--- src/rtl/bmx_pkg.sv ---
package bmx_pkg;
  typedef enum logic {
    FRM_E1 = 1'b0,
    FRM_T1 = 1'b1
  } frm_mode_e;
endpackage

--- src/rtl/bmx_frame_timer.sv ---
module bmx_frame_timer
  import bmx_pkg::*;
#(
  parameter int unsigned NUM_SLOTS = 8,
  parameter int unsigned E1_BITS   = 256,
  parameter int unsigned T1_BITS   = 193,
  parameter int unsigned SLOT_W    = $clog2(NUM_SLOTS),
  parameter int unsigned BIT_W     = $clog2((E1_BITS > T1_BITS) ? E1_BITS : T1_BITS)
) (
  input  logic              clk_i,
  input  logic              rst_ni,
  input  logic              sync_i,
  input  logic              t1_mode_i,
  output logic [SLOT_W-1:0] slot_o,
  output logic [BIT_W-1:0]  bit_o,
  output logic              slip_o
);
  localparam logic [SLOT_W-1:0] SLOT_LAST = SLOT_W'(NUM_SLOTS - 1);
  localparam logic [BIT_W-1:0]  E1_LAST   = BIT_W'(E1_BITS - 1);
  localparam logic [BIT_W-1:0]  T1_LAST   = BIT_W'(T1_BITS - 1);

  frm_mode_e         mode;
  logic              sync_q, locked_q, slip_q;
  logic              sync_edge, at_start;
  logic [SLOT_W-1:0] slot_q, slot_n;
  logic [BIT_W-1:0]  bit_q, bit_n, frame_last;

  assign mode       = frm_mode_e'(t1_mode_i);
  assign frame_last = (mode == FRM_T1) ? T1_LAST : E1_LAST;
  assign sync_edge  = sync_i & ~sync_q;
  assign at_start   = (slot_q == '0) && (bit_q == '0);

  // a sync edge overrides the flywheel position in the same cycle
  assign slot_o = sync_edge ? '0 : slot_q;
  assign bit_o  = sync_edge ? '0 : bit_q;

  always_comb begin
    slot_n = slot_o + 1'b1;
    bit_n  = bit_o;
    if (slot_o == SLOT_LAST) begin
      slot_n = '0;
      bit_n  = (bit_o >= frame_last) ? '0 : bit_o + 1'b1;
    end
  end

  always_ff @(posedge clk_i or negedge rst_ni) begin
    if (!rst_ni) begin
      sync_q   <= 1'b0;
      locked_q <= 1'b0;
      slip_q   <= 1'b0;
      slot_q   <= '0;
      bit_q    <= '0;
    end else begin
      sync_q   <= sync_i;
      locked_q <= locked_q | sync_edge;
      slip_q   <= sync_edge & locked_q & ~at_start;
      slot_q   <= slot_n;
      bit_q    <= bit_n;
    end
  end

  assign slip_o = slip_q;


  realign_chk: assert property (@(posedge clk_i) disable iff (!rst_ni)
    sync_edge |=> (slot_q == SLOT_W'(1)) && (bit_q == '0));

  bit_range_chk: assert property (@(posedge clk_i) disable iff (!rst_ni)
    bit_q <= frame_last);

  aligned_sync_chk: assert property (@(posedge clk_i) disable iff (!rst_ni)
    (sync_edge && at_start) |=> !slip_o);

  first_sync_chk: assert property (@(posedge clk_i) disable iff (!rst_ni)
    (sync_edge && !locked_q) |=> !slip_o);

  slip_pulse_chk: assert property (@(posedge clk_i) disable iff (!rst_ni)
    slip_o |=> !slip_o);
endmodule

--- src/rtl/bmx_lane.sv ---
module bmx_lane #(
  parameter int unsigned CH       = 0,
  parameter int unsigned SLOT_REP = 2,
  parameter int unsigned SLOT_W   = 3,
  parameter int unsigned BIT_W    = 8
) (
  input  logic              clk_i,
  input  logic              rst_ni,
  input  logic [SLOT_W-1:0] slot_i,
  input  logic [BIT_W-1:0]  bit_i,
  input  logic              ser_i,
  output logic              data_o,
  output logic              stb_o,
  output logic              fs_o
);
  // first slot of this channel's duplicated pair
  localparam logic [SLOT_W-1:0] SAMPLE_SLOT = SLOT_W'(CH * SLOT_REP);

  logic hit;
  assign hit = (slot_i == SAMPLE_SLOT);

  always_ff @(posedge clk_i or negedge rst_ni) begin
    if (!rst_ni) begin
      data_o <= 1'b0;
      stb_o  <= 1'b0;
      fs_o   <= 1'b0;
    end else begin
      stb_o <= hit;
      fs_o  <= hit && (bit_i == '0);
      if (hit) data_o <= ser_i;
    end
  end


  stb_single_chk: assert property (@(posedge clk_i) disable iff (!rst_ni)
    stb_o |=> !stb_o);

  fs_with_stb_chk: assert property (@(posedge clk_i) disable iff (!rst_ni)
    fs_o |-> stb_o);

  data_hold_chk: assert property (@(posedge clk_i) disable iff (!rst_ni)
    !stb_o |-> $stable(data_o));
endmodule

--- src/rtl/bitmux_demux.sv ---
module bitmux_demux #(
  parameter int unsigned NUM_CH   = 4,
  parameter int unsigned SLOT_REP = 2,
  parameter int unsigned E1_BITS  = 256,
  parameter int unsigned T1_BITS  = 193
) (
  input  logic              clk_i,
  input  logic              rst_ni,
  input  logic              ser_i,
  input  logic              sync_i,
  input  logic              t1_mode_i,
  output logic [NUM_CH-1:0] ch_data_o,
  output logic [NUM_CH-1:0] ch_strobe_o,
  output logic [NUM_CH-1:0] frame_start_o,
  output logic              slip_o
);
  localparam int unsigned NUM_SLOTS = NUM_CH * SLOT_REP;
  localparam int unsigned SLOT_W    = $clog2(NUM_SLOTS);
  localparam int unsigned MAX_BITS  = (E1_BITS > T1_BITS) ? E1_BITS : T1_BITS;
  localparam int unsigned BIT_W     = $clog2(MAX_BITS);

  logic [SLOT_W-1:0] slot;
  logic [BIT_W-1:0]  bitpos;

  bmx_frame_timer #(
    .NUM_SLOTS(NUM_SLOTS),
    .E1_BITS  (E1_BITS),
    .T1_BITS  (T1_BITS),
    .SLOT_W   (SLOT_W),
    .BIT_W    (BIT_W)
  ) u_timer (
    .clk_i    (clk_i),
    .rst_ni   (rst_ni),
    .sync_i   (sync_i),
    .t1_mode_i(t1_mode_i),
    .slot_o   (slot),
    .bit_o    (bitpos),
    .slip_o   (slip_o)
  );

  for (genvar k = 0; k < NUM_CH; k++) begin : g_lane
    bmx_lane #(
      .CH      (k),
      .SLOT_REP(SLOT_REP),
      .SLOT_W  (SLOT_W),
      .BIT_W   (BIT_W)
    ) u_lane (
      .clk_i (clk_i),
      .rst_ni(rst_ni),
      .slot_i(slot),
      .bit_i (bitpos),
      .ser_i (ser_i),
      .data_o(ch_data_o[k]),
      .stb_o (ch_strobe_o[k]),
      .fs_o  (frame_start_o[k])
    );
  end


  strobe_onehot_chk: assert property (@(posedge clk_i) disable iff (!rst_ni)
    $onehot0(ch_strobe_o));

  fs_onehot_chk: assert property (@(posedge clk_i) disable iff (!rst_ni)
    $onehot0(frame_start_o));
endmodule

--- config.mk ---
export PLATFORM = sky130hd
export DESIGN_NAME = bitmux_demux
export DESIGN_NICKNAME = d
export VERILOG_FILES = /design/src/rtl/bmx_pkg.sv /design/src/rtl/bmx_frame_timer.sv /design/src/rtl/bmx_lane.sv /design/src/rtl/bitmux_demux.sv
export SDC_FILE = /design/constraint.sdc
export NUM_CORES = 1
export LEC_CHECK = 0
export ABC_AREA = 1
export BUFFER_PORTS_ARGS = -buffer_cell sky130_fd_sc_hd__buf_4
export CAP_MARGIN = 20
export CORE_MARGIN = 5
export CORE_UTILIZATION = 55
export CTS_BUF_LIST = sky130_fd_sc_hd__clkbuf_16
export DETAILED_ROUTE_END_ITERATION = 10
export PLACE_DENSITY_LB_ADDON = 0.3
export SYNTH_ARGS = -nofsm -noshare
export SYNTH_HDL_FRONTEND = slang
export SYNTH_SLANG_ARGS = --single-unit
--- constraint.sdc ---
create_clock -name clk_i -period 2.8 [get_ports clk_i]
set_clock_uncertainty 0.05 [all_clocks]
set_input_delay 0.84 -clock clk_i [delete_from_list [all_inputs] [get_ports clk_i]]
set_output_delay 0.84 -clock clk_i [all_outputs]
set_load 0.01 [all_outputs]
Yosys cells after proc, flatten, opt, wreduce, memory -nomap -nowiden

Index checks and enable logic that the tools add are counted.

Register bits: 26
Input port bits: 5

Add/sub/neg operators: 2
$lt $le $gt $ge: 1
Equality and inequality tests: 4
Muxes and demuxes: 6
Bitwise operators: 6
Reductions and logical operators: 9

Operators with widths:

| operator              | number |
|---|---|
| $mux W8               | 3 |
| $logic_not A8 Y1      | 2 |
| $eq A3 B3 Y1 const B  | 3 |
| $add A8 B1 Y8 const B | 1 |
| $ge A8 B8 Y1          | 1 |
| $logic_not A3 Y1      | 2 |
| $mux W3               | 2 |
| $mux W6               | 1 |
| $logic_and A1 B1 Y1   | 5 |
| $add A3 B1 Y3 const B | 1 |
| $and A1 B1 Y1         | 3 |
| $eq A3 B2 Y1 const B  | 1 |
| $not A1 Y1            | 2 |
| $or A1 B1 Y1          | 1 |

Logic depth before layout (Yosys ltp)

Gate-level depths: netlist of the first run.

Depth in word-level cells: 6
Gate-level depth with buffers: 17
Mapped depth without buffers: 16

Cells and area by module

From an unflattened synthesis of the first run, not the netlist that was laid out.

Cells, all modules: 209
Area total of the unflattened synthesis: 1529.0 um2

Modules (own cells, without submodules):

| module                           | times used | cells an instance | area an instance (um2) |
|---|---|---|---|
| bmx_frame_timer                  | 1          | 121               | 927.1 |
| bmx_lane at g_lane[1].u_lane ... | 2          | 25                | 157.7 |
| bmx_lane at g_lane[0].u_lane     | 1          | 22                | 150.1 |
| bmx_lane at g_lane[3].u_lane     | 1          | 16                | 136.4 |

Worst setup path after synthesis of the first run

Ideal clock, no wire load.

Kind: input -> register
Start point: input port sync_i
End point: register u_timer.bit_q[7]
Library setup time: 0.113 ns
Arrival time: 2.172 ns
Data required time: 2.637 ns
Path slack: 0.466 ns
Stages: 16
Cells stage by stage: nand2_4 > buf_8 > nand2_1 > inv_1 > ha_1 > ha_1 > buf_4 > nand2_1 > nor2_2 > nand2_2 > nor2_2 > nand2_1 > nand2_1 > nand2_1 > nand2_1 > inv_1

Longest elaborated chain between the ends: 5
Elaborated cells on any way between the ends: 8
Classes of those cells: add/sub (1); order compare (1); eq/ne (1); mux (4); bitwise (1)

Ends and longest elaborated chain:

| what                                          | RTL line              | text |
|---|---|---|
| from (decl)                                   | bitmux_demux.sv:10    | `input logic sync_i,` |
| $and A1 B1 Y1 *                               | bmx_frame_timer.sv:30 | `assign sync_edge = sync_i & ~sync_q;` |
| $mux W8                                       | bmx_frame_timer.sv:35 | `assign bit_o = sync_edge ? '0 : bit_q;` |
| $add A8 B1 Y8 or $ge A8 B8 Y1 (tied branches) | bmx_frame_timer.sv:42 | `bit_n = (bit_o >= frame_last) ? '0 : bit_o + 1'b1;` |
| $mux W8                                       | bmx_frame_timer.sv:42 |  |
| $mux W8 *                                     | bmx_frame_timer.sv:40 | `if (slot_o == SLOT_LAST) begin` |
| net u_timer.bit_n[7]                          | bmx_frame_timer.sv:26 | `logic [BIT_W-1:0] bit_q, bit_n, frame_last;` |
| to (signal assigned)                          | bmx_frame_timer.sv:58 | `bit_q <= bit_n;` |
| to (decl)                                     | bmx_frame_timer.sv:26 |  |

Mark *: on every way through the listed nets, which the timed path passes. The rest lies on a longest branch.
A chain may end at the register's enable or synchronous reset.

Final worst setup path of the first run

Start point: input port sync_i
End point: register u_timer.bit_q[6]

Same word-level chain as after synthesis.

==> impl_summary.log, run 1 <==
[metrics] number of setup violations in the final report: 0
[metrics] fraction of power consumed by the clock network: 26.9%
[metrics] CTS max path bufs: 2
[metrics] Post-Syn Instances: 163
[metrics] power dissipated by switching net loads: 0.323 mW
[metrics] fraction of layout cells with a size suffix above 1: 22.4%
[metrics] maximum number of pins on one net before global-route repair: 27
[metrics] cell mode on critical path: sky130_fd_sc_hd__nand2_1
[metrics] starting utilization of the core area: 57.4%
[metrics] standard-cell row count: 18
[metrics] minimum clock period: 2.37 ns
[metrics] arrival time of data at the critical path endpoint: 2.46 ns
[metrics] Nets: 186
[metrics] fraction of synthesis flops using an asynchronous set or reset pin: 100%
[metrics] logic depth of the worst setup path including buffers: 12
[metrics] WHS Path Cells: 2
[metrics] share of the synthesized area in the top cell type: 45.7%
[metrics] gpl congestion: 0.813
[metrics] number of port buffers: 17
[metrics] Vias per Instance: 4.97
[metrics] Worst-Skew Late Latency: 0.25 ns
[metrics] Yosys warnings: 0
[metrics] sequential cell fraction of total power: 44.6%
[metrics] normalized max-slew margin: 72.1%
[metrics] critical path class: in -> reg
[metrics] H-tree levels: 1
[metrics] top area cells in the synthesized netlist: sky130_fd_sc_hd__dfrtp_1 (46%), sky130_fd_sc_hd__ha_1 (7.9%), sky130_fd_sc_hd__nand2_1 (7.9%)
[metrics] Fin Hold WS: 0.412 ns
[metrics] root buffer cell: sky130_fd_sc_hd__clkbuf_16
[metrics] RSZ-0062 raised after global routing: false
[metrics] cell area after technology mapping: 1420 sq um
[metrics] Final HPWL DP: 1.89 mm
[metrics] cell taking the most area after synthesis: sky130_fd_sc_hd__dfrtp_1
[metrics] CTS clk-pin slew, worst paths: 0.06 ns
[metrics] hold_buf cts: 0
[metrics] number of buffers inserted to repair setup after CTS: 0
[metrics] maximum vdd drop: 564 uV
[metrics] Layout Utilization: 62.9%
[metrics] DIE AREA: 3700 sq um
[metrics] TritonCTS clock tree: yes
[metrics] most frequently used flop master after synthesis: sky130_fd_sc_hd__dfrtp_1
[metrics] synthesized flop and latch total: 26
[metrics] Worst R2R Path Depth: 12
[metrics] switching share of power: 29.2%
[metrics] final-layout fill cell count: 219
[metrics] 1st-pass router iterations: 4
[metrics] Crit Path Max Fanout: 13
[metrics] maximum capacitance violations: 0
[metrics] number of placed I/O pins: 18
[metrics] worst hold path class: reg -> reg
[metrics] type of element capturing the critical path: flip-flop
[metrics] wire length of the first global-routing pass: 3.90 mm
[metrics] Setup Total Neg Slack: 0 ns
[metrics] first-iteration detailed-routing DRC count: 26
[metrics] Hold Fails Final Rpt: 0
[metrics] max-slew violation total from the final report: 0
[metrics] Die Y-Extent: 60.9 microns
[metrics] clock sink count: 26
[metrics] Antenna Violating Nets Remaining: 0
[metrics] number of enable flip-flop cells after synthesis: 0
[metrics] overall die width: 60.9 microns
[metrics] delay of the slowest cell on the worst path: 0.29 ns
[metrics] area growth from synthesis to final layout: 9.50%
[metrics] via count of the first global-routing pass: 920
[metrics] max frequency: 421 MHz
[metrics] sum of routed wire length over all layers: 2.33 mm
[metrics] final period utilization: 84.8%
[metrics] TritonCTS buffer count: 3
[metrics] cell class contributing the biggest share of worst-path delay: simple AND/OR/NAND/NOR gates
[metrics] total leakage power: 0.847 nW
[metrics] top cell types by occurrence after synthesis: sky130_fd_sc_hd__nand2_1 (30), sky130_fd_sc_hd__inv_1 (27), sky130_fd_sc_hd__dfrtp_1 (26)
[metrics] cell with the most instances after synthesis: sky130_fd_sc_hd__nand2_1
[metrics] number of distinct standard cells referenced by the synthesized netlist: 23
[metrics] cell-by-cell trace of the critical path: buf_4 -> nand2_4 -> nand2_1 -> inv_1 -> ha_1 -> ha_1 -> nand2_1 -> nor3_2 -> nand3_1 -> nand2_1 -> nand2_1 -> a21boi_1
[metrics] syn_area_per_cell: 8.73 sq um
[metrics] DRC violations left: 0
[metrics] kind of start point of the critical path: input port
[metrics] antenna violations before repair: 0
[metrics] synthesized netlist net count: 177
[metrics] sequential-to-total area share from yosys stat: 45.7%
[metrics] Resized Gates After CTS: 0
[metrics] worst-case setup slack after placement: 0.174 ns
[metrics] Slew @ Worst Pin: 0.415 ns
[metrics] least setup slack across all paths after layout: 0.425 ns
[metrics] antenna cell count: 0
[metrics] core outline area: 2480 sq um
[metrics] internal power: 0.783 mW
[metrics] total track usage: 14.0%
[metrics] residual overflow from global routing: 0
[metrics] run status: complete, no violations
[metrics] via count of the routed design: 994
[metrics] WP buf/inv: 2
[metrics] post-DR wirelength/cell: 11.6 microns
[metrics] WP data required: 2.89 ns
[metrics] total power density per cell area: 710 nW/um^2
[metrics] cell with the largest stage delay on the worst path: sky130_fd_sc_hd__ha_1
[metrics] combinational group share of total power: 28.4%
==> sequential cells by signal, summed over array words and instances, names as in the netlist <==
name                  cells
g_lane.u_lane.data_o      4
u_timer.slip_o            1
g_lane.u_lane.stb_o       4
g_lane.u_lane.fs_o        4
u_timer.sync_q            1
u_timer.bit_q             8
u_timer.locked_q          1
u_timer.slot_q            3
==> worst reg2reg max path, stage by stage (launching register included) <==
cell and delay, ns:
sky130_fd_sc_hd__dfrtp_1 0.33, sky130_fd_sc_hd__inv_2 0.04, sky130_fd_sc_hd__nand2_4 0.15, sky130_fd_sc_hd__nand2_1 0.10
sky130_fd_sc_hd__inv_1 0.09, sky130_fd_sc_hd__ha_1 0.16, sky130_fd_sc_hd__ha_1 0.29, sky130_fd_sc_hd__nand2_1 0.14
sky130_fd_sc_hd__nor3_2 0.24, sky130_fd_sc_hd__nand3_1 0.10, sky130_fd_sc_hd__nand2_1 0.07, sky130_fd_sc_hd__nand2_1 0.04
sky130_fd_sc_hd__a21boi_1 0.11
==> per-layer routing <==
metal | vias up | share of wire [%] | global-route usage (%)
li1 | 505 | - | -
met1 | 471 | 43 | 17.6
met2 | 18 | 51 | 25.8
met3 | 0 | 5.8 | 1.91
met4 | 0 | 0 | 2.79
met5 | - | 0 | 0
==> power groups by stage <==
stage	registers (mW)	logic, mW	clock network (mW)
floorplan	0.492	0.256	0
global placement	0.499	0.308	0
detailed placement	0.501	0.320	0
CTS	0.494	0.321	0.309
global route	0.504	0.353	0.322
finish	0.493	0.314	0.298
==> through the flow <==
step	std cells	area (sq um)	power, mW
floorplan	163	1420	0.749
global placement	197	1480	0.807
detailed placement	197	1480	0.821
CTS	200	1560	1.12
global route	200	1560	1.18
finish	200	1560	1.11
==> logic make-up after synthesis <==
kind of cell,after synthesis,synth area share (%)
AND/OR/NAND/NOR,68,23.6
buffers and inverters,44,15.8
flip-flops,26,45.7
AO/OA/AOI/OAI,13,5.10
adder cells (fa/ha/maj),9,7.92
XOR/XNOR,3,1.85
==> area by class of cell <==
cell class / instances / area [sq um] / area share, %
Multi-Input combinational cell: 93 / 547 / 35.1
Clock buffer: 3 / 75.1 / 4.82
Timing Repair Buffer: 18 / 135 / 8.67
Inverter: 30 / 113 / 7.23
Tap cell: 30 / 37.5 / 2.41
Sequential cell: 26 / 651 / 41.8
==> path summary, 6_finish.rpt <==
| check | from | endpoint | slack, ns |
|---|---|---|---|
| max | sync_i | u_timer.bit_q[6]$_DFF_PN0_ | 0.43 |
| min | u_timer.locked_q$_DFF_PN0_ | u_timer.locked_q$_DFF_PN0_ | 0.41 |
| max reg2reg | u_timer.sync_q$_DFF_PN0_ | u_timer.bit_q[6]$_DFF_PN0_ | 0.77 |
| min reg2reg | u_timer.locked_q$_DFF_PN0_ | u_timer.locked_q$_DFF_PN0_ | 0.41 |
| max in group asynchronous | rst_ni | g_lane[0].u_lane.data_o$_DFFE_PN0P_ | 2.00 |
| min in group asynchronous | rst_ni | u_timer.slot_q[0]$_DFF_PN0_ | 0.44 |
==> placed cells by master, fill, tap and decap left out, types with 2 or more instances in the layout <==
master	instances
sky130_fd_sc_hd__o21ai_1	3
sky130_fd_sc_hd__inv_1	27
sky130_fd_sc_hd__dfrtp_1	26
sky130_fd_sc_hd__a21oi_1	4
sky130_fd_sc_hd__nor2_1	14
sky130_fd_sc_hd__nand4_1	3
sky130_fd_sc_hd__nand2_2	4
sky130_fd_sc_hd__clkbuf_16	3
sky130_fd_sc_hd__o21ai_0	3
sky130_fd_sc_hd__nor3_2	2
sky130_fd_sc_hd__xor2_1	3
sky130_fd_sc_hd__ha_1	9
sky130_fd_sc_hd__buf_4	18
sky130_fd_sc_hd__nand3_1	4
sky130_fd_sc_hd__nand2_1	30
sky130_fd_sc_hd__nor3_1	2
sky130_fd_sc_hd__inv_2	3
sky130_fd_sc_hd__a21boi_1	2
sky130_fd_sc_hd__nand2_4	3
sky130_fd_sc_hd__nor2_2	4
Note: power is estimated with default switching activity, not from simulation.
==> inputs of run 2 (changes only) <==
clock period = 2.3 ns   (was 2.8 ns; I/O delays follow)
==> impl_summary.log, run 2 (synthesis results as in run 1) <==
[metrics] source of the worst register-to-register timing path: u_timer.sync_q$_DFF_PN0_
[metrics] arrival time of data at the critical path endpoint: 2.12 ns
[metrics] critical path class: in -> reg
[metrics] Worst-Skew Late Latency: 0.25 ns
[metrics] maximum number of pins on one net before global-route repair: 27
[metrics] Slew @ Worst Pin: 0.333 ns
[metrics] minimum clock period: 2.03 ns
[metrics] Hold Fails Final Rpt: 0
[metrics] via count of the first global-routing pass: 998
[metrics] DRC violations left: 0
[metrics] Setup Total Neg Slack: 0 ns
[metrics] Critical Path Start: sync_i
[metrics] Worst R2R Path Depth: 13
[metrics] Top reg by flops: u_timer.bit_q
[metrics] fraction of layout cells with a size suffix above 1: 23.7%
[metrics] internal power: 0.957 mW
[metrics] antenna cell count: 0
[metrics] DIE AREA: 3700 sq um
[metrics] final period utilization: 88.3%
[metrics] via count of the routed design: 1010
[metrics] Final Instance Area: 1580 sq um
[metrics] total leakage power: 0.862 nW
[metrics] total power density per cell area: 861 nW/um^2
[metrics] clock sink count: 26
[metrics] max frequency: 492 MHz
[metrics] 1st-pass router iterations: 4
[metrics] total track usage: 16.4%
[metrics] maximum capacitance violations: 0
[metrics] Die Y-Extent: 60.9 microns
[metrics] first-iteration detailed-routing DRC count: 17
[metrics] gpl congestion: 0.830
[metrics] worst hold path class: in -> async
[metrics] sequential cell fraction of total power: 44.2%
[metrics] Nets: 189
[metrics] commonest cells after routing, fill and taps aside: sky130_fd_sc_hd__nand2_1 (30), sky130_fd_sc_hd__inv_1 (27), sky130_fd_sc_hd__dfrtp_1 (26)
[metrics] Largest register FFs: 8
[metrics] maximum vdd drop: 602 uV
[metrics] wire length of the first global-routing pass: 4.33 mm
[metrics] antenna violations before repair: 0
[metrics] R2R Path End: u_timer.bit_q[7]$_DFF_PN0_
[metrics] kind of start point of the critical path: input port
[metrics] sum of routed wire length over all layers: 2.52 mm
[metrics] CTS clk-pin slew, worst paths: 0.06 ns
[metrics] power dissipated by switching net loads: 0.404 mW
[metrics] overall die width: 60.9 microns
[metrics] Final HPWL DP: 1.97 mm
[metrics] switching share of power: 29.7%
[metrics] combinational group share of total power: 28.7%
[metrics] CTS max path bufs: 2
[metrics] Vias per Instance: 4.98
[metrics] WP data required: 2.39 ns
[metrics] H-tree levels: 1
[metrics] post-place instance area: 1510 sq um
[metrics] Resized Gates After CTS: 0
[metrics] number of port buffers: 17
[metrics] core outline area: 2480 sq um
[metrics] root buffer cell: sky130_fd_sc_hd__clkbuf_16
[metrics] Antenna Violating Nets Remaining: 0
[metrics] normalized max-slew margin: 77.8%
[metrics] TritonCTS buffer count: 3
[metrics] number of buffers inserted to repair setup after CTS: 0
[metrics] max-slew violation total from the final report: 0
[metrics] hold_buf cts: 0
[metrics] type of element capturing the critical path: flip-flop
[metrics] number of placed I/O pins: 18
[metrics] area growth from synthesis to final layout: 11.1%
[metrics] RSZ-0062 raised after global routing: false
[metrics] run status: complete, no violations
[metrics] standard-cell row count: 18
[metrics] residual overflow from global routing: 0
[metrics] leading cell type in the layout, fill and taps excluded: sky130_fd_sc_hd__nand2_1
[metrics] final-layout fill cell count: 225
[metrics] number of setup violations in the final report: 0
[metrics] slack of the worst reg-to-reg path: 0.45 ns
[metrics] fraction of power consumed by the clock network: 27.1%
[metrics] TritonCTS clock tree: yes
[metrics] starting utilization of the core area: 57.4%
[metrics] post-DR wirelength/cell: 12.4 microns
[metrics] Crit Path Max Fanout: 9
[run 2: power by group through the flow]
stage / Sequential, mW / Clock, mW / Combinational [mW]
6_report: 0.602 / 0.368 / 0.390
5_1_grt: 0.614 / 0.397 / 0.432
4_1_cts: 0.603 / 0.383 / 0.397
3_5_place_dp: 0.611 / 0 / 0.393
3_3_place_gp: 0.607 / 0 / 0.380
2_1_floorplan: 0.600 / 0 / 0.312
[run 2: cell type report]
class	count	area, sq um	area share, %
multi-input combinational	93	547	34.6
inverter	30	113	7.13
sequential	26	651	41.2
tap	30	37.5	2.38
timing repair buffer	21	158	9.98
clock buffer	3	75.1	4.75
[run 2: worst max path at each step]
stage                                       to  slack, ns  depth (start not counted)
floorplan           u_timer.bit_q[7]$_DFF_PN0_       0.12                         16
global placement    u_timer.bit_q[2]$_DFF_PN0_       0.05                         13
detailed placement  u_timer.bit_q[6]$_DFF_PN0_      0.003                         12
CTS                 u_timer.bit_q[6]$_DFF_PN0_       0.27                         12
global route        u_timer.bit_q[7]$_DFF_PN0_       0.02                         15
finish              u_timer.bit_q[6]$_DFF_PN0_       0.27                         12
[run 2: metal layers]
layer,global-route usage (%),vias up,part of all wire (%)
li1,-,508,-
met1,18.3,468,41
met2,28.9,25,52
met3,2.98,9,4.3
met4,9.60,0,3.3
met5,0,-,0
[run 2: per-stage QoR]
step | setup slack [ns] | hold WS [ns] | utilization [%] | std cells | power, mW
after detailed placement | 0.00350 | 0.389 | 60.8 | 200 | 1.00
after CTS | 0.272 | 0.291 | 63.8 | 203 | 1.38
final | 0.269 | 0.283 | 63.8 | 203 | 1.36
after global placement | 0.0493 | 0.386 | 60.8 | 200 | 0.987
after global routing | 0.0230 | 0.307 | 63.8 | 203 | 1.44
after floorplan | 0.116 | 0.344 | - | 163 | 0.911
[run 2: critical path: stages]
cell	delay [ns]
sky130_fd_sc_hd__buf_4	0.12
sky130_fd_sc_hd__nand2_4	0.12
sky130_fd_sc_hd__nand2_1	0.09
sky130_fd_sc_hd__inv_1	0.08
sky130_fd_sc_hd__ha_1	0.14
sky130_fd_sc_hd__ha_1	0.21
sky130_fd_sc_hd__nand2_1	0.11
sky130_fd_sc_hd__nor3_2	0.24
sky130_fd_sc_hd__nand3_1	0.10
sky130_fd_sc_hd__nand2_1	0.07
sky130_fd_sc_hd__nand2_1	0.04
sky130_fd_sc_hd__a21boi_1	0.11
